$ cat src/rtl/lcfg_pkg.sv
package lcfg_pkg;
  localparam int LANES    = 4;
  localparam int NUM_REGS = 3;
  localparam int PTR_W    = $clog2(NUM_REGS);
  localparam logic [7:0] ID_BYTE = 8'hA5;

  typedef enum logic [2:0] {
    ST_IDLE,
    ST_ADDR,
    ST_AACK,
    ST_WR,
    ST_WACK,
    ST_RD,
    ST_MACK
  } tgt_state_e;
endpackage

$ cat src/rtl/i2c_pin_sync.sv
module i2c_pin_sync #(
  parameter int STAGES = 2
) (
  input  logic clk,
  input  logic rst_n,
  input  logic scl_i,
  input  logic sda_i,
  output logic sda_s,
  output logic scl_rise,
  output logic scl_fall,
  output logic start_det,
  output logic stop_det
);
  logic [STAGES-1:0] scl_pipe, sda_pipe;
  logic scl_q, sda_q, scl_d, sda_d;

  // Idle bus is high, so reset to ones to avoid a false edge.
  always_ff @(posedge clk or negedge rst_n) begin
    if (!rst_n) begin
      scl_pipe <= '1;
      sda_pipe <= '1;
      scl_d    <= 1'b1;
      sda_d    <= 1'b1;
    end else begin
      scl_pipe <= {scl_pipe[STAGES-2:0], scl_i};
      sda_pipe <= {sda_pipe[STAGES-2:0], sda_i};
      scl_d    <= scl_q;
      sda_d    <= sda_q;
    end
  end

  assign scl_q     = scl_pipe[STAGES-1];
  assign sda_q     = sda_pipe[STAGES-1];
  assign sda_s     = sda_q;
  assign scl_rise  = scl_q & ~scl_d;
  assign scl_fall  = ~scl_q & scl_d;
  assign start_det = scl_q & scl_d & sda_d & ~sda_q;
  assign stop_det  = scl_q & scl_d & ~sda_d & sda_q;
endmodule

$ cat src/rtl/i2c_target_fsm.sv
module i2c_target_fsm
  import lcfg_pkg::*;
(
  input  logic             clk,
  input  logic             rst_n,
  input  logic             scl_rise,
  input  logic             scl_fall,
  input  logic             start_det,
  input  logic             stop_det,
  input  logic             sda_s,
  input  logic [6:0]       dev_addr_i,
  input  logic [7:0]       rd_data_i,
  output logic             sda_low_o,
  output logic [PTR_W-1:0] ptr_o,
  output logic             wr_en_o,
  output logic [PTR_W-1:0] wr_idx_o,
  output logic [7:0]       wr_data_o
);
  tgt_state_e       state;
  logic [3:0]       bitcnt;
  logic [7:0]       shreg, txbyte;
  logic [PTR_W-1:0] ptr, ptr_nxt;
  logic             sda_low, rw, mack;

  assign ptr_nxt   = (ptr == PTR_W'(NUM_REGS-1)) ? '0 : ptr + 1'b1;
  assign sda_low_o = sda_low;
  assign ptr_o     = ptr;

  always_ff @(posedge clk or negedge rst_n) begin
    if (!rst_n) begin
      state     <= ST_IDLE;
      bitcnt    <= '0;
      shreg     <= '0;
      txbyte    <= '0;
      ptr       <= '0;
      sda_low   <= 1'b0;
      rw        <= 1'b0;
      mack      <= 1'b0;
      wr_en_o   <= 1'b0;
      wr_idx_o  <= '0;
      wr_data_o <= '0;
    end else begin
      wr_en_o <= 1'b0;
      if (start_det) begin
        state   <= ST_ADDR;
        bitcnt  <= '0;
        ptr     <= '0;
        sda_low <= 1'b0;
      end else if (stop_det) begin
        state   <= ST_IDLE;
        sda_low <= 1'b0;
      end else begin
        case (state)
          ST_ADDR: begin
            if (scl_rise && bitcnt < 4'd8) begin
              shreg  <= {shreg[6:0], sda_s};
              bitcnt <= bitcnt + 4'd1;
            end else if (scl_fall && bitcnt == 4'd8) begin
              if (shreg[7:1] == dev_addr_i) begin
                sda_low <= 1'b1;
                rw      <= shreg[0];
                state   <= ST_AACK;
              end else begin
                state   <= ST_IDLE;
              end
            end
          end
          ST_AACK: begin
            if (scl_fall) begin
              bitcnt <= '0;
              if (rw) begin
                txbyte  <= rd_data_i;
                sda_low <= ~rd_data_i[7];
                state   <= ST_RD;
              end else begin
                sda_low <= 1'b0;
                state   <= ST_WR;
              end
            end
          end
          ST_WR: begin
            if (scl_rise && bitcnt < 4'd8) begin
              shreg  <= {shreg[6:0], sda_s};
              bitcnt <= bitcnt + 4'd1;
            end else if (scl_fall && bitcnt == 4'd8) begin
              sda_low   <= 1'b1;
              wr_en_o   <= 1'b1;
              wr_idx_o  <= ptr;
              wr_data_o <= shreg;
              ptr       <= ptr_nxt;
              state     <= ST_WACK;
            end
          end
          ST_WACK: begin
            if (scl_fall) begin
              sda_low <= 1'b0;
              bitcnt  <= '0;
              state   <= ST_WR;
            end
          end
          ST_RD: begin
            if (scl_rise && bitcnt < 4'd8) begin
              txbyte <= {txbyte[6:0], 1'b0};
              bitcnt <= bitcnt + 4'd1;
            end else if (scl_fall) begin
              if (bitcnt == 4'd8) begin
                sda_low <= 1'b0;
                ptr     <= ptr_nxt;
                state   <= ST_MACK;
              end else begin
                sda_low <= ~txbyte[7];
              end
            end
          end
          ST_MACK: begin
            if (scl_rise) begin
              mack <= ~sda_s;
            end else if (scl_fall) begin
              if (mack) begin
                txbyte  <= rd_data_i;
                sda_low <= ~rd_data_i[7];
                bitcnt  <= '0;
                state   <= ST_RD;
              end else begin
                state   <= ST_IDLE;
              end
            end
          end
          default: ;
        endcase
      end
    end
  end

  AST_PTR_IN_RANGE: assert property (@(posedge clk) disable iff (!rst_n)
    int'(ptr) < NUM_REGS);
  AST_START_PTR_ZERO: assert property (@(posedge clk) disable iff (!rst_n)
    start_det |=> (ptr == '0));
  AST_ACK_ON_MATCH: assert property (@(posedge clk) disable iff (!rst_n)
    ($rose(sda_low) && state == ST_AACK) |-> (shreg[7:1] == dev_addr_i));
  AST_WRITE_ACKED: assert property (@(posedge clk) disable iff (!rst_n)
    wr_en_o |-> sda_low);
  AST_IDLE_RELEASED: assert property (@(posedge clk) disable iff (!rst_n)
    (state == ST_IDLE) |-> !sda_low);
endmodule

$ cat src/rtl/cfg_bank.sv
module cfg_bank
  import lcfg_pkg::*;
(
  input  logic             clk,
  input  logic             rst_n,
  input  logic             wr_en_i,
  input  logic [PTR_W-1:0] wr_idx_i,
  input  logic [7:0]       wr_data_i,
  input  logic             commit_i,
  input  logic [PTR_W-1:0] rd_idx_i,
  output logic [7:0]       rd_data_o,
  output logic [LANES-1:0] loop_bits_o,
  output logic [LANES-1:0] in_off_o,
  output logic [LANES-1:0] out_off_o
);
  localparam int CFG_W = 2 * LANES;

  logic [LANES-1:0] loop_r, stage_loop;
  logic [CFG_W-1:0] cfg_r, stage_cfg;
  logic             pend_loop, pend_cfg;

  always_ff @(posedge clk or negedge rst_n) begin
    if (!rst_n) begin
      loop_r     <= '0;
      cfg_r      <= '0;
      stage_loop <= '0;
      stage_cfg  <= '0;
      pend_loop  <= 1'b0;
      pend_cfg   <= 1'b0;
    end else if (commit_i) begin
      if (pend_loop) loop_r <= stage_loop;
      if (pend_cfg)  cfg_r  <= stage_cfg;
      pend_loop <= 1'b0;
      pend_cfg  <= 1'b0;
    end else if (wr_en_i) begin
      // Index 2 (identity byte) falls through: write discarded.
      case (wr_idx_i)
        PTR_W'(0): begin
          stage_loop <= wr_data_i[LANES-1:0];
          pend_loop  <= 1'b1;
        end
        PTR_W'(1): begin
          stage_cfg <= wr_data_i[CFG_W-1:0];
          pend_cfg  <= 1'b1;
        end
        default: ;
      endcase
    end
  end

  always_comb begin
    case (rd_idx_i)
      PTR_W'(0): rd_data_o = {{(8-LANES){1'b0}}, loop_r};
      PTR_W'(1): rd_data_o = cfg_r;
      PTR_W'(2): rd_data_o = ID_BYTE;
      default:   rd_data_o = 8'h00;
    endcase
  end

  assign loop_bits_o = loop_r;
  assign in_off_o    = cfg_r[LANES-1:0];
  assign out_off_o   = cfg_r[CFG_W-1:LANES];

  AST_LOOP_ONLY_AT_STOP: assert property (@(posedge clk) disable iff (!rst_n)
    !$stable(loop_r) |-> $past(commit_i));
  AST_CFG_ONLY_AT_STOP: assert property (@(posedge clk) disable iff (!rst_n)
    !$stable(cfg_r) |-> $past(commit_i));
endmodule

$ cat src/rtl/lane_cfg_i2c_target.sv
module lane_cfg_i2c_target
  import lcfg_pkg::*;
#(
  parameter int         SYNC_STAGES = 2,
  parameter logic [1:0] ADDR_HI     = 2'b11,
  parameter logic [1:0] ADDR_MID    = 2'b00
) (
  input  logic             clk,
  input  logic             rst_n,
  input  logic             scl_i,
  input  logic             sda_i,
  output logic             sda_drive_low_o,
  input  logic [2:0]       addr_strap_i,
  input  logic             loop_strap_n_i,
  output logic [LANES-1:0] lane_loop_o,
  output logic [LANES-1:0] lane_in_off_o,
  output logic [LANES-1:0] lane_out_off_o
);
  logic             sda_s, scl_rise, scl_fall, start_det, stop_det;
  logic [6:0]       dev_addr;
  logic [7:0]       rd_data, wr_data;
  logic [PTR_W-1:0] ptr, wr_idx;
  logic             wr_en;
  logic [LANES-1:0] loop_bits;

  assign dev_addr = {ADDR_HI, addr_strap_i[2], ADDR_MID, addr_strap_i[1:0]};

  i2c_pin_sync #(.STAGES(SYNC_STAGES)) u_sync (
    .clk       (clk),
    .rst_n     (rst_n),
    .scl_i     (scl_i),
    .sda_i     (sda_i),
    .sda_s     (sda_s),
    .scl_rise  (scl_rise),
    .scl_fall  (scl_fall),
    .start_det (start_det),
    .stop_det  (stop_det)
  );

  i2c_target_fsm u_fsm (
    .clk        (clk),
    .rst_n      (rst_n),
    .scl_rise   (scl_rise),
    .scl_fall   (scl_fall),
    .start_det  (start_det),
    .stop_det   (stop_det),
    .sda_s      (sda_s),
    .dev_addr_i (dev_addr),
    .rd_data_i  (rd_data),
    .sda_low_o  (sda_drive_low_o),
    .ptr_o      (ptr),
    .wr_en_o    (wr_en),
    .wr_idx_o   (wr_idx),
    .wr_data_o  (wr_data)
  );

  cfg_bank u_bank (
    .clk         (clk),
    .rst_n       (rst_n),
    .wr_en_i     (wr_en),
    .wr_idx_i    (wr_idx),
    .wr_data_i   (wr_data),
    .commit_i    (stop_det),
    .rd_idx_i    (ptr),
    .rd_data_o   (rd_data),
    .loop_bits_o (loop_bits),
    .in_off_o    (lane_in_off_o),
    .out_off_o   (lane_out_off_o)
  );

  for (genvar g = 0; g < LANES; g++) begin : g_lane
    assign lane_loop_o[g] = loop_bits[g] | ~loop_strap_n_i;
  end

  AST_STRAP_FORCES_LOOP: assert property (@(posedge clk) disable iff (!rst_n)
    !loop_strap_n_i |-> (&lane_loop_o));
endmodule

$ cat config.mk
export PLATFORM = sky130hd
export DESIGN_NAME = lane_cfg_i2c_target
export DESIGN_NICKNAME = d
export VERILOG_FILES = /design/src/rtl/lcfg_pkg.sv /design/src/rtl/i2c_pin_sync.sv /design/src/rtl/i2c_target_fsm.sv /design/src/rtl/cfg_bank.sv /design/src/rtl/lane_cfg_i2c_target.sv
export SDC_FILE = /design/constraint.sdc
export NUM_CORES = 1
export LEC_CHECK = 0
export BUFFER_PORTS_ARGS = -buffer_cell sky130_fd_sc_hd__buf_2
export CAP_MARGIN = 0
export CORE_UTILIZATION = 60
export DETAILED_ROUTE_END_ITERATION = 7
export PLACE_DENSITY = 0.79
export SLEW_MARGIN = 15
export SYNTH_ARGS = -nofsm -noshare
export SYNTH_HDL_FRONTEND = slang
export SYNTH_SLANG_ARGS = --single-unit
$ cat constraint.sdc
create_clock -name clk -period 2.8 [get_ports clk]
set_input_delay 0.28 -clock clk [delete_from_list [all_inputs] [get_ports clk]]
set_output_delay 0.28 -clock clk [all_outputs]
set_load 0.02 [all_outputs]
# [After elaboration in Yosys (flattened, before gate mapping)]
# Index checks and enable logic that the tools add are counted.
[word_totals] output_inout_bits=13 ff_bits=71 input_bits=8 word_cells=185
[classes] muxes=70 eq_ne=41 n_addsub=2 bitwise=21 order_cmp=1 n_reduce_logical=29
[op_table] op="two-way mux 8 bit" n=6
[op_table] op="case mux 8 bit (3 select lines)" n=2
[op_table] op="two-way mux 3 bit" n=15
[op_table] op="!= test 4 x 3 -> 1 bit, second input constant" n=9
[op_table] op="two-way mux 4 bit" n=7
[op_table] op="two-way mux 1 bit" n=27
[op_table] op="two-way mux 2 bit" n=9
[op_table] op="case mux 3 bit (6 select lines)" n=1
[op_table] op="!= test 4 bit, second input constant" n=4
[op_table] op="!= test 3 x 2 -> 1 bit, second input constant" n=5
[op_table] op="AND reduction 7 bit" n=2
[op_table] op="AND reduction 13 bit" n=1
[op_table] op="case mux 4 bit (3 select lines)" n=1
[op_table] op="AND reduction 12 bit" n=1
[op_table] op="!= test 2 x 1 -> 1 bit, second input constant" n=5
[op_table] op="inverter 1 bit" n=10
[op_table] op="equality test 3 bit, second input constant" n=3
[op_table] op="!= test 3 bit, second input constant" n=3
[op_table] op="AND reduction 9 bit" n=1
[op_table] op="AND reduction 2 bit" n=4
[op_table] op="AND reduction 4 bit" n=2
[op_table] op="nonzero test 8 bit" n=1
[op_table] op="bitwise AND 1 bit" n=7
[op_table] op="equality test 7 bit" n=1
[op_table] op="other kinds (23)" n=37

# [Longest topological paths before layout]
[logic_depth] word_depth=9 depth_mapped=8 ltp_nobuf=7

# [Cells and area by module]
# Synthesis repeated with hierarchy kept, for this count alone.
[hier_totals] hier_cells=284 hier_area_um2=3494.6
[modules_own_cells] mod="i2c_target_fsm" area_each_um2=2139.6 seq_area_each_um2=975.9 n_inst=1 cells_per_inst=193
[modules_own_cells] mod="cfg_bank" area_each_um2=1132.3 seq_area_each_um2=650.6 n_inst=1 cells_per_inst=75
[modules_own_cells] mod="i2c_pin_sync" area_each_um2=190.2 seq_area_each_um2=157.7 n_inst=1 cells_per_inst=10
[modules_own_cells] mod="lane_cfg_i2c_target" area_each_um2=32.5 seq_area_each_um2=0.0 n_inst=1 cells_per_inst=6

# [Worst setup path before layout]
# OpenSTA, ideal clock, no wires.
[synth_path] path_kind="register to register" start="register u_fsm.bitcnt[0]" end="register u_fsm.wr_data_o[0]" stages_incl_launch_ff=9 arrival_time_ns=1.517 required_ns=2.675 synth_period_minus_slack_ns=1.642 path_slack_ns=1.158 setup_ns=0.125 path_buffers=1 cell_sequence="dfrtp_1 > inv_1 > ha_1 > and3b_2 > nand2_4 > nor2_1 > nand2_1 > buf_6 > mux2_4"
[synth_between] elab_chain_cells=4 word_cells_on_any_way=6 classes_between="order compare: 1; eq/ne: 1; bitwise: 1; reduce/logical: 3"
[synth_lines] item="start: declaration" line_no="i2c_target_fsm.sv:20" rtl="logic [3:0] bitcnt;"
[synth_lines] item="start signal: assignment" line_no="i2c_target_fsm.sv:57" rtl="bitcnt <= bitcnt + 4'd1;"
[synth_lines] item="start signal: assignment" line_no="i2c_target_fsm.sv:84" rtl="bitcnt <= bitcnt + 4'd1;"
[synth_lines] item="start signal: assignment" line_no="i2c_target_fsm.sv:104" rtl="bitcnt <= bitcnt + 4'd1;"
[synth_lines] item="less-than comparator 4 bit" line_no="i2c_target_fsm.sv:82" rtl="if (scl_rise && bitcnt < 4'd8) begin"
[synth_lines] item="logical AND 1 bit" line_no="i2c_target_fsm.sv:82"
[synth_lines] item="inverter 1 bit (no source line)"
[synth_lines] item="AND reduction 5 bit (no source line) (*)"
[synth_lines] item="end signal: assignment" line_no="i2c_target_fsm.sv:89" rtl="wr_data_o <= shreg;"
[synth_lines] item="end: declaration" line_no="i2c_target_fsm.sv:17" rtl="output logic [7:0] wr_data_o"
# Every way passes the cells marked *; elsewhere a longest branch is shown, timed or not.
# A chain may end at the register's enable or synchronous reset.

# [Final worst setup path]
[layout_path] start="register u_fsm.state[0]" end="register u_fsm.wr_data_o[4]"
[layout_between] elab_chain_cells=2
[layout_lines] item="start: declaration" line_no="i2c_target_fsm.sv:19" rtl="tgt_state_e state;"
[layout_lines] item="start signal: assignment" line_no="i2c_target_fsm.sv:31" rtl="state <= ST_IDLE;"
[layout_lines] item="start signal: assignment" line_no="i2c_target_fsm.sv:45" rtl="state <= ST_ADDR;"
[layout_lines] item="start signal: assignment" line_no="i2c_target_fsm.sv:50" rtl="state <= ST_IDLE;"
[layout_lines] item="equality test 3 x 2 -> 1 bit" line_no="i2c_target_fsm.sv:53" rtl="case (state)"
[layout_lines] item="AND reduction 5 bit (no source line)"
# No other way between the ends.

==> key figures <==
Die
  – Die area: 0.006018 mm2
  – Die X-Extent: 77.58 um
  – Row cnt: 27
  – Starting density of the core: 62.24%
  – Core area: 0.005507 mm2
  – Die Span Y: 77.58 um
  – IO Count: 21

Clocking
  – Clock Pin Slew Worst Setup and Hold Paths: 0.08 ns
  – Hold-fix buffers, CTS: 1
  – CTS tree: yes
  – PostCTS Resize Cnt: 0
  – Worst-case clock buffer depth: 2
  – Root Driver: clkbuf_8
  – CTS sink cnt: 71
  – Latest clock arrival within the worst-skew pair: 0.35 ns
  – CTS Buf Count: 9
  – H-Tree Depth: 3
  – Postcts setup bufs: 0

Route
  – Iter 0 DRT Violations: 189
  – Vias per cell: 5.845
  – DRC errors left: 0
  – DR WL/cell: 16.66 um
  – Final WL: 6.447 mm
  – DR pass1 iterations: 5
  – Antenna Violating Nets Remaining: 0
  – Routed vias: 2262

STA
  – Slew Limit Fails: 0
  – Final hold vios: 0
  – Unrepaired setup endpoints after global routing: false
  – Final Cycle Share: 73.29%
  – Normalized max-slew margin: 59.54%
  – Fin crit period: 2.052 ns
  – Endpoints failing setup: 0
  – Fmax: 487.3 MHz
  – Slew @ Worst Pin: 0.6054 ns
  – Fin Setup TNS: 0 ns
  – Final Skew: 0.01372 ns

Flow run
  – Maxcap violations: 0

Critical path
  – Crit. End Element: flop
  – CP Class: flop to flop
  – Crit-path cells: nand2b_1, nor2_1, nand2_1, mux2_4
  – Slowest-stage cell, CP: dfrtp_1
  – Critical Path Fanout Max: 20
  – Critical Path RT: 3.02 ns
  – Crit start category: flop
  – CP max stage delay: 0.73 ns
  – Reg2Reg Setup Slack: 0.75 ns
  – Critical Path AT: 2.27 ns

Logic synthesis
  – Syn_area_per_cell: 11.90 um2
  – Post-synth top area share: 47.46%
  – Synthesized cell area: 0.003427 mm2
  – Net Count, Synth: 298
  – Syn Inst Count: 288
  – EDFF count, synth: 0
  – Sequential share of the synthesized area: 52.06%
  – Area leader, netlist: dfrtp_1
  – Post-synth ARST share: 100.0%
  – #FFs+latches synth: 71
  – Top area cells in the synthesized netlist: dfrtp_1 (47%), mux2_2 (8.5%), dfstp_2 (4.6%)
  – Synth warn: 0
  – Post-synth top flop: dfrtp_1
  – Netlist cell types: 55

Power
  – Leak: 0.001815 uW
  – Power density over cell area: 624.5 mW/mm2
  – Peak supply drop: 0.0004071 V

GRT
  – First-pass GRT wire length: 10.64 mm
  – Pin count of the biggest net entering global routing: 27
  – Initial antenna violation count: 0
  – Vias in the first global route: 2086
  – GR Util All Layers: 23.55%
  – Grt ovf: 0

Cells and area
  – Nets: 320
  – Share of cells above drive strength 1: 29.84%
  – Diode count: 0
  – Core Util, Final: 68.17%
  – FILL cells: 403
  – Area Growth Syn to Fin: 9.529%

Run status
  – Status: completed

Place
  – Post-DP HPWL: 4.658 mm
  – I/O Buffers: 20
  – Routability-driven placement congestion ratio: 0.8912

Hold path
  – Hold Crit Class: input port to flop
flip-flops by register name, indices dropped and copies added, names as in the netlist, 4 cells and up:
| name | cells |
|---|---|
| u_bank.loop_bits_o | 4 |
| u_bank.stage_loop | 4 |
| u_fsm.shreg | 8 |
| u_fsm.wr_data_o | 8 |
| u_bank.cfg_r | 8 |
| u_fsm.txbyte | 8 |
| u_bank.stage_cfg | 8 |
| u_fsm.bitcnt | 4 |
per-layer routing:
| layer | vias up | global-route usage, % | part of all wire, % | wire length [um] |
|---|---|---|---|---|
| li1 | 1076 | - | - | - |
| met1 | 1105 | 34.39 | 47 | 3044 |
| met2 | 76 | 34.51 | 46 | 2952 |
| met3 | 5 | 6.000 | 6.2 | 399 |
| met4 | 0 | 7.358 | 0.79 | 51 |
| met5 | - | 0 | 0 | 0 |
cell usage in the layout (no fill, tap or decap), types with 3 or more instances in the layout:
cell type / instances
a21o_1: 5
nor2b_1: 4
mux2i_1: 3
mux2_4: 10
nor2_1: 18
nand2_1: 21
o41ai_1: 3
o21ai_1: 4
a211o_1: 3
o21ai_0: 11
xnor2_1: 3
buf_2: 20
a21oi_1: 19
o31ai_1: 3
mux2_2: 26
nand3_1: 10
dfstp_2: 6
clkbuf_8: 9
inv_1: 4
mux2_1: 9
dfrtp_1: 65
nand2b_1: 11
final cells by class:
type | count | area, um2 | share of cell area, %
Clock inverter | 6 | 67.56 | 1.800
Multi-Input combinational cell | 201 | 1544 | 41.13
Timing Repair Buffer | 23 | 125.1 | 3.333
Tap cell | 72 | 90.09 | 2.400
Inverter | 4 | 15.01 | 0.4000
Sequential cell | 71 | 1784 | 47.53
Clock buffer | 10 | 127.6 | 3.400
path summary, 6_finish.rpt:
path,start,end,depth (start not counted)
max,u_fsm.state[0],u_fsm.wr_data_o[4],4
min,scl_i,u_sync.scl_pipe[0],1
max reg2reg,u_fsm.state[0],u_fsm.wr_data_o[4],4
min reg2reg,u_sync.scl_pipe[0],u_sync.scl_pipe[1],0
max in group asynchronous,rst_n,u_bank.pend_loop,3
min in group asynchronous,rst_n,u_fsm.state[1],2
stage by stage:
stage,area [um2],worst slack (ns),power (uW),hold slack (ns),std cells
3_3_place_gp,3548,0.8252,1535,0.2919,370
4_1_cts,3754,0.7658,2368,0.01680,387
2_1_floorplan,3427,1.158,1458,-0.01559,288
6_report,3754,0.7479,2344,0.03831,387
3_5_place_dp,3548,0.7822,1549,0.2961,370
5_1_grt,3754,0.6225,2459,0.01392,387
where the power goes:
part / switching [uW] / internal (uW) / total [uW]
combinational: 167 / 146 / 313
sequential: 109 / 1110 / 1220
clock: 395 / 416 / 811
worst max-delay path: cells and delay by family (launching register included):
family,cells,cell delay (ns)
muxes,1,0.44
DFF,1,0.73
and+or+nand+nor,3,0.75
cell usage after synthesis (all sizes together), types with 3 or more instances:
library cell	count
xnor2	3
buf	10
o41ai	3
nor2	20
dfstp	6
nor2b	5
a21o	5
a211o	3
mux2	45
nand2b	11
o21ai	17
nand3	10
dfrtp	65
inv	4
mux2i	3
a21oi	19
or2	3
nand2	23
o31ai	3
logic make-up after synthesis:
| group | count (synthesis) | share of synthesized area, % |
|---|---|---|
| flip-flops | 71 | 52.06 |
| XOR/XNOR | 4 | 1.022 |
| AO/OA/AOI/OAI | 59 | 11.68 |
| buffers and inverters | 16 | 2.884 |
| AND/OR/NAND/NOR | 88 | 14.86 |
| adder cells (fa/ha/maj) | 2 | 0.7301 |
| multiplexers | 48 | 16.76 |
(Power assumes the default switching activity.)
